<file path="config.mk">
export PLATFORM = sky130hd
export DESIGN_NAME = sync_preset_counter
export DESIGN_NICKNAME = d
export VERILOG_FILES = /design/src/rtl/cnt_pkg.sv /design/src/rtl/cnt_mode_sel.sv /design/src/rtl/cnt_state_reg.sv /design/src/rtl/cnt_term_detect.sv /design/src/rtl/sync_preset_counter.sv
export SDC_FILE = /design/constraint.sdc
export NUM_CORES = 1
export LEC_CHECK = 0
export BUFFER_PORTS_ARGS = -buffer_cell sky130_fd_sc_hd__buf_4
export CORE_AREA = 5 5 42 44
export DETAILED_ROUTE_END_ITERATION = 8
export DIE_AREA = 0 0 47 49
export GPL_TIMING_DRIVEN = 0
export PLACE_DENSITY = 0.44
export SYNTH_ARGS = -nofsm -noshare
export SYNTH_HDL_FRONTEND = slang
export SYNTH_HIERARCHICAL = 1
export SYNTH_SLANG_ARGS = --single-unit
</file>
<file path="constraint.sdc">
create_clock -name clk -period 1.9 [get_ports clk]
set_input_delay 0.095 -clock clk [delete_from_list [all_inputs] [get_ports clk]]
set_output_delay 0.095 -clock clk [all_outputs]
set_load 0.05 [all_outputs]
</file>
<file path="src/rtl/cnt_pkg.sv">
package cnt_pkg;
  typedef enum logic [1:0] {
    MODE_CLEAR = 2'd0,
    MODE_LOAD  = 2'd1,
    MODE_COUNT = 2'd2,
    MODE_HOLD  = 2'd3
  } mode_t;
endpackage

</file>
<file path="src/rtl/cnt_mode_sel.sv">
module cnt_mode_sel
  import cnt_pkg::*;
(
  input  logic  zero_n,
  input  logic  preset_n,
  input  logic  cnt_en,
  input  logic  chain_en,
  output mode_t mode
);
  // Fixed priority: clear, then preset, then count, then hold.
  always_comb begin
    if (!zero_n)                 mode = MODE_CLEAR;
    else if (!preset_n)          mode = MODE_LOAD;
    else if (cnt_en && chain_en) mode = MODE_COUNT;
    else                         mode = MODE_HOLD;
  end
endmodule

</file>
<file path="src/rtl/cnt_state_reg.sv">
module cnt_state_reg
  import cnt_pkg::*;
#(
  parameter int WIDTH = 4
) (
  input  logic             clk,
  input  mode_t            mode,
  input  logic [WIDTH-1:0] preset_val,
  output logic [WIDTH-1:0] count
);
  localparam logic [WIDTH-1:0] ONE  = WIDTH'(1);
  localparam logic [WIDTH-1:0] ZERO = '0;

  logic [WIDTH-1:0] next_val;

  always_comb begin
    case (mode)
      MODE_CLEAR: next_val = ZERO;
      MODE_LOAD:  next_val = preset_val;
      MODE_COUNT: next_val = count + ONE;
      default:    next_val = count;
    endcase
  end

  always_ff @(posedge clk) begin
    count <= next_val;
  end

  // Assertion gating: the register has no reset, so checks start one edge in.
  logic armed = 1'b0;
  always_ff @(posedge clk) armed <= 1'b1;

  p_clear_r1: assert property (@(posedge clk) disable iff (!armed)
    ($past(mode) == MODE_CLEAR) |-> (count == ZERO));
  p_load_r3: assert property (@(posedge clk) disable iff (!armed)
    ($past(mode) == MODE_LOAD) |-> (count == $past(preset_val)));
  p_incr_r4: assert property (@(posedge clk) disable iff (!armed)
    ($past(mode) == MODE_COUNT) |-> (count == WIDTH'($past(count) + ONE)));
  p_hold_r5: assert property (@(posedge clk) disable iff (!armed)
    ($past(mode) == MODE_HOLD) |-> $stable(count));
  p_wrap_r6: assert property (@(posedge clk) disable iff (!armed)
    (($past(mode) == MODE_COUNT) && ($past(count) == '1)) |-> (count == ZERO));
endmodule

</file>
<file path="src/rtl/cnt_term_detect.sv">
module cnt_term_detect #(
  parameter int WIDTH = 4
) (
  input  logic [WIDTH-1:0] count,
  input  logic             chain_en,
  output logic             term
);
  // AND chain across the bits, seeded with the chain enable.
  logic [WIDTH:0] all_ones;
  assign all_ones[0] = chain_en;
  for (genvar i = 0; i < WIDTH; i++) begin : g_and
    assign all_ones[i+1] = all_ones[i] & count[i];
  end
  assign term = all_ones[WIDTH];
endmodule

</file>
<file path="src/rtl/sync_preset_counter.sv">
module sync_preset_counter
  import cnt_pkg::*;
#(
  parameter int WIDTH = 4
) (
  input  logic             clk,
  input  logic             zero_n,
  input  logic             preset_n,
  input  logic             cnt_en,
  input  logic             chain_en,
  input  logic [WIDTH-1:0] preset_val,
  output logic [WIDTH-1:0] count,
  output logic             term
);
  mode_t mode;

  cnt_mode_sel u_mode (
    .zero_n   (zero_n),
    .preset_n (preset_n),
    .cnt_en   (cnt_en),
    .chain_en (chain_en),
    .mode     (mode)
  );

  cnt_state_reg #(.WIDTH(WIDTH)) u_reg (
    .clk        (clk),
    .mode       (mode),
    .preset_val (preset_val),
    .count      (count)
  );

  cnt_term_detect #(.WIDTH(WIDTH)) u_term (
    .count    (count),
    .chain_en (chain_en),
    .term     (term)
  );

  logic armed = 1'b0;
  always_ff @(posedge clk) armed <= 1'b1;

  p_term_r7: assert property (@(posedge clk) disable iff (!armed)
    term == ((count == '1) && chain_en));
  p_term_gate_r7: assert property (@(posedge clk) disable iff (!armed)
    !chain_en |-> !term);
endmodule

</file>
---- Yosys cells after proc, flatten, opt, wreduce, memory -nomap -nowiden ----
Cells that the tools add are included.
cells by class
  $add $sub $neg .......................... 1
  eq/ne operators ......................... 2
  muxes and demuxes ....................... 4
  bitwise logic cells ..................... 4
  reductions and logical operators ........ 3
operators with widths
  cell                                                                    number
  4-bit case mux with 3 select lines                                      1
  4-bit by 1-bit adder with 4-bit output (second input constant)          1
  1-bit AND                                                               4
  2-bit two-way mux                                                       2
  3-bit nonzero test                                                      1
  2-bit by 1-bit equality test with 1-bit output (second input constant)  1
  2-bit equality test (second input constant)                             1
  2-bit zero test                                                         1
  1-bit logical AND                                                       1
  1-bit two-way mux                                                       1
word-level totals
  flip-flop bits (word level) ............. 4
  output and inout port bits .............. 5
  word-level logic and storage cells ...... 15

---- Depth between registers and ports, before layout ----
Gate-level depths: netlist of run 1.
  word-level depth ........................ 6
  depth in mapped cells ................... 6

---- By module ----
Netlist of run 1, hierarchy kept.
modules (own cells, without submodules)
  module           times used  cells an instance  area an instance (µm²)  sequential area each (µm²)
  cnt_state_reg    1           24                 266.5                   120.1
  cnt_mode_sel     1           3                  17.5                    0.0
  cnt_term_detect  1           3                  12.5                    0.0

---- Worst setup path after synthesis of run 1 ----
OpenSTA, ideal clock, no wires.
  kind .................................... flip-flop to output port
  from .................................... reg u_reg.count[2]
  to ...................................... out term
  arrival ................................. 1471 ps
  required time ........................... 1805 ps
  slack ................................... 334 ps
  cell stages (with the launch flop) ...... 3
  path buffers ............................ 0
  cells stage by stage .................... edfxtp_1 > nand3_1 > nor2_1
on the way
  word-level cells in the longest chain between the ends .. 2
ends and longest elaborated chain
  what                    line                       source
  start, declared         cnt_state_reg.sv:9         output logic [WIDTH-1:0] count
  start signal, assigned  cnt_state_reg.sv:26        count <= next_val;
  1-bit AND (2 in a row)  cnt_term_detect.sv:12      assign all_ones[i+1] = all_ones[i] & count[i];
  end, declared           sync_preset_counter.sv:13  output logic term
No other way between the ends.

---- Worst setup path in the final report of run 1 ----
  from .................................... in cnt_en
  to ...................................... reg u_reg.count[3] (data pin)
on the way
  word-level cells in the longest chain between the ends .. 6
  elaborated cells between the ends (all ways) .. 8
ends and longest elaborated chain
  what                                               line                       source
  start, declared                                    sync_preset_counter.sv:9   input logic cnt_en,
  1-bit logical AND (*)                              cnt_mode_sel.sv:14         else if (cnt_en && chain_en) mode = MODE_COUNT;
  1-bit two-way mux (*)                              cnt_mode_sel.sv:14
  2-bit two-way mux (*)                              cnt_mode_sel.sv:13         else if (!preset_n) mode = MODE_LOAD;
  2-bit two-way mux (*)                              cnt_mode_sel.sv:12         if (!zero_n) mode = MODE_CLEAR;
  via mode[0]                                        sync_preset_counter.sv:15  mode_t mode;
  2-bit equality test, or another cell as far along  cnt_state_reg.sv:17        case (mode)
  4-bit case mux with 3 select lines (*)             cnt_state_reg.sv:17
  via u_reg.next_val[3]                              cnt_state_reg.sv:14        logic [WIDTH-1:0] next_val;
The timed path passes the listed nets; every way through them passes the cells marked *.
A chain may end at the register's enable or synchronous reset.

==> summary.txt, run 1 <==
Most frequent cells in the layout - buf_4 (13), inv_1 (4), ha_1 (4), edfxtp_1 (4)
Multi-input logic area - 161 um2
Post-synthesis simple-gate area fraction - 23.2%
Ratio of final minimum period to clock period - 75.5%
TritonCTS clock tree - done
GP Congestion - 0.679
Post CTS Setup Buffer Count - 0
Util after Layout - 31.2%
Sink Count - 4
Reg clk slew, reported paths - 0.04 ns
CTS H-tree lvls - 1
Worst Path Max Fanout - 6
Flip-flop and latch count after synthesis - 4
Leakage - 0.205 nW
Peak Freq - 697 MHz
# resized after CTS - 0
Vias in the first global route - 284
Worst EP arrival - 1.51 ns
Die area - 0.00230 mm2
Synthesized Nets - 43
Worst slew pin tran - 0.303 ns
XOR/XNOR share of the synthesized area - 2.95%
Drt total wl - 759 um
Startpoint types - input pin
Drt pass-1 iters - 3
I/O Pins - 14
Clk_lat worst skew - 0.24 ns
Adder-cell share of the synthesized area - 16.9%
Final hold vios - 0
Max VDD drop - 218 uV
Mux cell area share after synthesis - 0%
GRT Resource Usage Total - 7.64%
Final net count - 61
# rows - 14
Drt drc - 0
Ratio of cells with drive above 1 in the final layout - 37.0%
Post-DR vias/cell - 4.47
Post-route minimum period - 1.43 ns
Yosys cell types - 16
Register area share after synthesis - 40.5%
Max FFs per register - 4
Post-CTS Hold Buffers - 0
Port Buf Inserts - 13
Initial DRC count - 6
Largest net degree at the start of global routing - 7
Avg Inst Size Synth - 9.88 um2
Critical Path RT - 1.97 ns
Number of max-cap violations - 0
Total Power - 0.000308 W
Hold Path Class - input pin to flip-flop
Mapped Cells - 30
Via count - 277
Post-synthesis cell area - 297 um2
Synth Area in Compound Gates - 11.4%
GRT overflow - 0
Die height - 49 um
Area added between synthesis and finish - 47.3%
Critical path class - input pin to flip-flop
Pwr per Cell Area - 704 mW/mm2
First-pass GRT wire length - 1.23 mm
Most common cell after layout, fill and taps aside - buf_4
Slew HR - 79.7%
Layout filler cell count - 159
Initial antenna violation count - 0
CTS max path bufs - 2
Top flop regs - u_reg/count (4)
Final ANT Viol Nets - 0
Outcome - finished, final reports clean
PnR worst setup slack - 0.466 ns
Clock skew - 0.00156 ns
Die X - 47 um
Antenna cells - 0
Setup violators final - 0
RSZ-0062 raised after global routing - no
Pre-CTS WS - 0.209 ns
Num CTS Buffers - 3
Final-report max-slew violation count - 0
Reg with most FFs - u_reg/count
Final TNS setup - 0 ns
Non-Filler Instances - 62
Ys Warns - 6
Initial Util - 21.2%
Critical Path End Type - flip-flop
CTS root buffer - clkbuf_4
Largest family of logic cells by synthesized area - simple AND/OR/NAND/NOR gates
Routed len/inst - 12.2 um
Core Region - 0.00140 mm2
Register area - 120 um2
Dpl cells - 59
-- cells in the mapped netlist --
cell | count | area (um2)
nand3b_1 | 1 | 7.51
nor2_1 | 3 | 11.3
nand3_1 | 2 | 10.0
xor2_1 | 1 | 8.76
edfxtp_1 | 4 | 120
ha_1 | 4 | 50.1
or2b_1 | 1 | 7.51
and2_2 | 1 | 7.51
nand2_1 | 2 | 7.51
a31oi_1 | 1 | 6.26
a21oi_1 | 1 | 5.00
or3b_1 | 1 | 8.76
o211ai_1 | 1 | 7.51
inv_1 | 4 | 15.0
a22oi_1 | 2 | 15.0
nand4b_1 | 1 | 8.76
-- kinds of logic (layout without fill, tap and decap cells) --
kind of cell             count (synthesis)  in the layout
flip-flops                               4              4
adder cells (fa/ha/maj)                  4              4
AND/OR/NAND/NOR                         12             12
AO/OA/AOI/OAI                            5              5
XOR/XNOR                                 1              1
buffers and inverters                    4             20
-- final cells by class --
cell class	count	area share (%)
clock buffer	3	5.16
inverter	4	3.44
multi-input combinational	22	37.0
sequential	4	27.5
tap	16	4.58
timing repair buffer	13	22.3
-- critical path, stage by stage --
cell	delay [ns]
buf_4	0.11
a31oi_1	0.28
inv_1	0.08
ha_1	0.38
or3b_1	0.39
o211ai_1	0.17
-- routing by layer --
layer / part of all wire [%] / GRT usage (%)
met5: 0 / 0
met4: 0 / 6.91
met3: 7.4 / 2.21
met2: 50 / 10.4
met1: 42 / 9.13
-- per-stage QoR --
stage	hold WS, ns	instance area (um2)
after floorplan	0.319	297
after global placement	0.413	414
after detailed placement	0.422	414
after CTS	0.175	437
after global routing	0.195	437
final	0.180	437
-- power breakdown --
group,switching [W],internal (W)
Combinational,0.0000496,0.0000336
Clock,0.0000378,0.0000709
Sequential,0.00000894,0.000107
Total,0.0000964,0.000211
-- worst paths after layout --
kind                            slack (ns)             end            from  cells past startpoint
worst max-delay path                  0.47  u_reg/count[3]          cnt_en                      6
worst min register to register        0.70  u_reg/count[3]  u_reg/count[3]                      2
worst min-delay path                  0.18  u_reg/count[1]   preset_val[1]                      3
worst max register to register        0.59  u_reg/count[2]  u_reg/count[0]                      4
No activity file was read; power rests on OpenSTA's default activity.
==> run 2, diff against run 1 <==
==> constraint.sdc (replaced) <==
create_clock -name clk -period 1.4 [get_ports clk]
set_input_delay 0.07 -clock clk [delete_from_list [all_inputs] [get_ports clk]]
set_output_delay 0.07 -clock clk [all_outputs]
set_load 0.05 [all_outputs]
==> run 2 against run 1 <==
Critical path depth decreased by 2. Combinational power increased by 39%. Total power increased by 35%. Critical path type is now flip-flop to flip-flop. Largest cell class unchanged. Worst setup slack got worse by 0.37 ns. Utilization increased by 1.7 points.
==> summary.txt, run 2 (same netlist as run 1, synthesis figures left out) <==
Pwr per Cell Area - 903 mW/mm2 (+28%)
Initial antenna violation count - 0 (unchanged)
Reg clk slew, reported paths - 0.04 ns (about the same)
Hpwl dp - 599 um
Die X - 47 um (unchanged)
Critical path class - flip-flop to flip-flop
Drt total wl - 727 um (-4.2%)
Final ANT Viol Nets - 0 (unchanged)
Final hold vios - 0 (unchanged)
Final net count - 61 (unchanged)
CTS H-tree lvls - 1 (unchanged)
Hold EP - u_reg/count[1]
Post-CTS Hold Buffers - 0 (unchanged)
Top flop regs - u_reg/count (4)
Number of max-cap violations - 0 (unchanged)
Clk_lat worst skew - 0.23 ns (about the same)
GRT Resource Usage Total - 7.76% (+0.12 points)
Initial Util - 21.2% (unchanged)
Critical Path RT - 1.38 ns (-0.59 ns)
Antenna cells - 0 (unchanged)
GP Congestion - 0.726 (+6.9%)
Slew HR - 83.1% (+3.4 points)
Area added between synthesis and finish - 55.3%
Max VDD drop - 475 uV (+120%)
Ratio of final minimum period to clock period - 93.3%
First-pass GRT wire length - 1.23 mm (unchanged)
Non-Filler Instances - 62 (unchanged)
Vias in the first global route - 301 (+6.0%)
I/O Pins - 14 (unchanged)
CTS max path bufs - 2 (unchanged)
Setup violators final - 0 (unchanged)
Layout filler cell count - 157 (-1.3%)
GRT overflow - 0 (unchanged)
Port Buf Inserts - 13 (unchanged)
Sink Count - 4 (unchanged)
Final-report max-slew violation count - 0 (unchanged)
Die area - 0.00230 mm2 (unchanged)
Hold_ws - 0.172 ns (-0.00791 ns)
Ratio of cells with drive above 1 in the final layout - 45.7% (+8.7 points)
Num CTS Buffers - 3 (unchanged)
Outcome - finished, final reports clean
Hold depth - 3 (unchanged)
CTS root buffer - clkbuf_4
Reg with most FFs - u_reg/count
Worst EP arrival - 1.29 ns (-0.22 ns)
Worst slew pin tran - 0.254 ns (-0.0489 ns)
R2R Path End - u_reg/count[2]
Routed len/inst - 11.7 um (-4.2%)
Worst Path Max Fanout - 5 (-1)
Peak Freq - 766 MHz
TritonCTS clock tree - done
Via count - 277 (unchanged)
Largest net degree at the start of global routing - 7 (unchanged)
# rows - 14 (unchanged)
Die height - 49 um (unchanged)
Worst reg2reg path startpoint - u_reg/count[0]
Most frequent cells in the layout - buf_4 (13), inv_1 (4), edfxtp_1 (4)
Multi-input logic area - 185 um2 (+15%)
Most common cell after layout, fill and taps aside - buf_4
Post-route minimum period - 1.31 ns
# resized after CTS - 1 (+1)
Core Region - 0.00140 mm2 (unchanged)
Hold Path Origin - preset_val[1]
Startpoint types - flip-flop
Drt drc - 0 (unchanged)
Critical Path End Type - flip-flop
Max FFs per register - 4 (unchanged)
Drt pass-1 iters - 2 (-1)
Hold Path Class - input pin to flip-flop
Register area - 120 um2 (unchanged)
Reg2Reg Depth - 4 (unchanged)
Dpl cells - 59 (unchanged)
FF-to-FF setup slack - 0.09 ns (-0.50 ns)
Initial DRC count - 7 (+1)
RSZ-0062 raised after global routing - no
Post CTS Setup Buffer Count - 0 (unchanged)
Post-DR vias/cell - 4.47 (unchanged)
Clock skew - 0.00358 ns (+0.00202 ns)
Leakage - 0.201 nW (-1.6%)
==> run 2: per-stage QoR <==
stage	power (W)	cell area (um2)	setup slack, ns	setup TNS (ns)	util [%]
global route	0.000442	460	0.0242	0	32.9
detailed placement	0.000275	429	-0.243	-0.243	30.6
global placement	0.000273	429	-0.193	-0.193	30.6
floorplan	0.000229	312	-0.106	-0.148	-
CTS	0.000425	458	0.0475	0	32.7
finish	0.000416	460	0.0943	0	32.9
==> run 2: worst max path at each step <==
stage,start,to,slack (ns),cells after the start
after CTS,preset_n,u_reg/count[3],0.05,6
after detailed placement,cnt_en,u_reg/count[3],-0.24,6
after global placement,cnt_en,u_reg/count[3],-0.19,6
final,u_reg/count[0],u_reg/count[2],0.09,4
after global routing,u_reg/count[0],u_reg/count[2],0.02,4
after floorplan,u_reg/count[0],u_reg/count[2],-0.11,4
==> run 2: critical path: stages, from the launching register on <==
cell,delay [ns]
edfxtp_1,0.49
ha_4,0.21
xor2_1,0.15
a22oi_1,0.15
nor2_1,0.06
==> run 2: cell type report <==
type,count,share of cell area (%)
Multi-Input combinational cell,22,40.2
Sequential cell,4,26.1
Timing Repair Buffer,13,21.2
Tap cell,16,4.35
Inverter,4,3.26
Clock buffer,3,4.89
==> run 2: routing by layer <==
metal / track usage [%] / up-vias / wire (um)
met5: 0 / - / 0
met4: 4.61 / 0 / 0
met3: 5.54 / 0 / 90
met2: 11.3 / 11 / 374
met1: 7.73 / 126 / 262
li1: - / 140 / -
==> run 2: power breakdown <==
part           switching [W]  leakage [nW]  internal, W
Clock              0.0000448        0.0138    0.0000957
Sequential         0.0000148        0.0463     0.000145
Combinational      0.0000670         0.141    0.0000487
Total               0.000127         0.201     0.000289
==> run 3, diff against run 2 <==
--- a/config.mk
+++ b/config.mk
@@ -9,7 +9,6 @@
 export CORE_AREA = 5 5 42 44
 export DETAILED_ROUTE_END_ITERATION = 8
 export DIE_AREA = 0 0 47 49
-export GPL_TIMING_DRIVEN = 0
 export PLACE_DENSITY = 0.44
 export SYNTH_ARGS = -nofsm -noshare
 export SYNTH_HDL_FRONTEND = slang
==> run 3 against run 2 <==
Routed wire length up 4.4%. Utilization is 2.1 points higher. Final area grew 6.2%. Highest routed layer unchanged. Final cell count up 8.1%. Worst hold slack got worse by 0.011 ns. Sequential share of layout area down 1.5 points. Die area is the same. Count of clock-buffer cells in the layout is the same. Critical path depth increased by 2.
==> summary.txt, run 3 (same netlist as run 1, synthesis figures left out) <==
Outcome - finished, final reports clean
Die height - 49 um (unchanged)
Ratio of final minimum period to clock period - 89.6% (-3.7 points)
Post-CTS Hold Buffers - 0 (unchanged)
TritonCTS clock tree - done
FF-to-FF setup slack - 0.16 ns (+0.07 ns)
Die area - 0.00230 mm2 (unchanged)
Port Buf Inserts - 13 (unchanged)
Peak Freq - 797 MHz (+4.1%)
Post-route minimum period - 1.25 ns (-0.0511 ns)
Reg2Reg Depth - 4 (unchanged)
Critical Path RT - 1.47 ns (+0.09 ns)
GRT overflow - 0 (unchanged)
Final-report max-slew violation count - 0 (unchanged)
Slowest cell on crit path - or3b_1
Drt total wl - 759 um (+4.4%)
Clock share of power - 32.8% (-1.0 points)
Initial antenna violation count - 0 (unchanged)
# resized after CTS - 0 (-1)
Most common cell after layout, fill and taps aside - buf_4
RSZ-0062 raised after global routing - no
CP startpoint - preset_n
Setup violators final - 0 (unchanged)
Sequential share of power - 36.7% (-1.7 points)
CP peak stage delay - 0.37 ns (-0.12 ns)
Drt pass-1 iters - 2 (unchanged)
Area added between synthesis and finish - 65.0%
Vias in the first global route - 318 (+5.6%)
GP Congestion - 0.743 (+2.4%)
Gate power share - 30.5% (+2.7 points)
CTS max path bufs - 2 (unchanged)
Largest net degree at the start of global routing - 6 (-1)
Critical Path End Type - flip-flop
Internal power - 0.000300 W (+3.5%)
Drt drc - 0 (unchanged)
Final ANT Viol Nets - 0 (unchanged)
Worst EP arrival - 1.32 ns (+0.03 ns)
Most frequent cells in the layout - buf_4 (18), inv_1 (4), edfxtp_1 (4)
First-pass GRT wire length - 1.26 mm (+2.8%)
Max VDD drop - 533 uV (+12%)
Crit-path cells - buf_4 > a31oi_1 > inv_1 > ha_1 > or3b_1 > o211ai_1
Worst slew pin tran - 0.216 ns (-0.0380 ns)
R2R Path End - u_reg/count[2]
Post CTS Setup Buffer Count - 0 (unchanged)
Pre-CTS WS - -0.108 ns (+0.135 ns)
Num CTS Buffers - 3 (unchanged)
Max FFs per register - 4 (unchanged)
Leakage - 0.228 nW (+13%)
Post-DR vias/cell - 4.34 (-2.8%)
Final net count - 66 (+8.2%)
Hold Path Class - input pin to flip-flop
Startpoint types - input pin
Switch share - 29.8% (-0.63 points)
CTS root buffer - clkbuf_4
Initial DRC count - 2 (-5)
Routed len/inst - 11.3 um (-3.4%)
P_sw - 0.000127 W (+0.47%)
Sink Count - 4 (unchanged)
CTS H-tree lvls - 1 (unchanged)
Number of max-cap violations - 0 (unchanged)
Slew HR - 85.5% (+2.5 points)
Reg with most FFs - u_reg/count
Die X - 47 um (unchanged)
Via count - 291 (+5.1%)
Top flop regs - u_reg/count (4)
Core Region - 0.00140 mm2 (unchanged)
Pwr per Cell Area - 872 mW/mm2 (-3.4%)
Clk_lat worst skew - 0.23 ns (about the same)
I/O Pins - 14 (unchanged)
Worst reg2reg path startpoint - u_reg/count[1]
PnR worst setup slack - 0.145 ns (+0.0511 ns)
Hpwl dp - 669 um (+12%)
GRT Resource Usage Total - 7.83% (+0.076 points)
Initial Util - 21.2% (unchanged)
# rows - 14 (unchanged)
Reg clk slew, reported paths - 0.04 ns (about the same)
Crit path capture - u_reg/count[3]
Layout filler cell count - 156 (-0.64%)
Final hold vios - 0 (unchanged)
Critical path class - input pin to flip-flop
Clock skew - 0.00583 ns (+0.00225 ns)
Ratio of cells with drive above 1 in the final layout - 47.1% (+1.4 points)
Final TNS setup - 0 ns (unchanged)
Antenna cells - 0 (unchanged)
Worst Path Max Fanout - 2 (-3)
## run 3: power by group through the flow
| stage | logic [W] | registers (W) | clock network, W |
|---|---|---|---|
| after floorplan | 0.0000352 | 0.000194 | 0 |
| after global placement | 0.000131 | 0.000158 | 0 |
| after detailed placement | 0.000132 | 0.000159 | 0 |
| after CTS | 0.000132 | 0.000157 | 0.000147 |
| after global routing | 0.000142 | 0.000159 | 0.000161 |
| final | 0.000130 | 0.000157 | 0.000140 |
## run 3: area by class of cell
| type | count | area [um2] | area share [%] |
|---|---|---|---|
| multi-input cells | 22 | 176 | 36.1 |
| flip-flops and latches | 4 | 120 | 24.6 |
| well taps | 16 | 20.0 | 4.09 |
| repair buffers | 18 | 135 | 27.6 |
| inverters | 4 | 15.0 | 3.07 |
| clock buffers | 3 | 22.5 | 4.60 |
## run 3: worst min-delay path by stage
stage          slack [ns]  cells past startpoint              to          start
2_1_floorplan        0.29                      2  u_reg/count[1]  preset_val[1]
3_3_place_gp         0.39                      3  u_reg/count[1]  preset_val[1]
3_5_place_dp         0.40                      3  u_reg/count[1]  preset_val[1]
4_1_cts              0.16                      3  u_reg/count[1]  preset_val[1]
5_1_grt              0.20                      3  u_reg/count[1]  preset_val[1]
6_report             0.16                      3  u_reg/count[1]  preset_val[1]
## run 3: routing by layer
metal  wire length (um)  up-vias  GRT usage [%]
met2                360       11           11.3
met4                  0        0           1.38
met3                 86        0           7.01
met5                  0        -              0
li1                   -      149              -
met1                312      131           8.63
## run 3: critical path, delay by kind of cell
family,cells,cell delay [ns]
AO/OA/AOI/OAI,2,0.40
adder cells (fa/ha/maj),1,0.30
buffers and inverters,2,0.18
AND/OR/NAND/NOR,1,0.37
## run 3: stage by stage
step                instance area, um2  hold WS (ns)  total power (W)  instances  utilization, %
finish                             489         0.161         0.000427         67            34.9
detailed placement                 467         0.403         0.000291         64            33.3
floorplan                          312         0.294         0.000229         30               -
CTS                                489         0.160         0.000437         67            34.9
global placement                   467         0.392         0.000289         64            33.3
global route                       489         0.195         0.000461         67            34.9
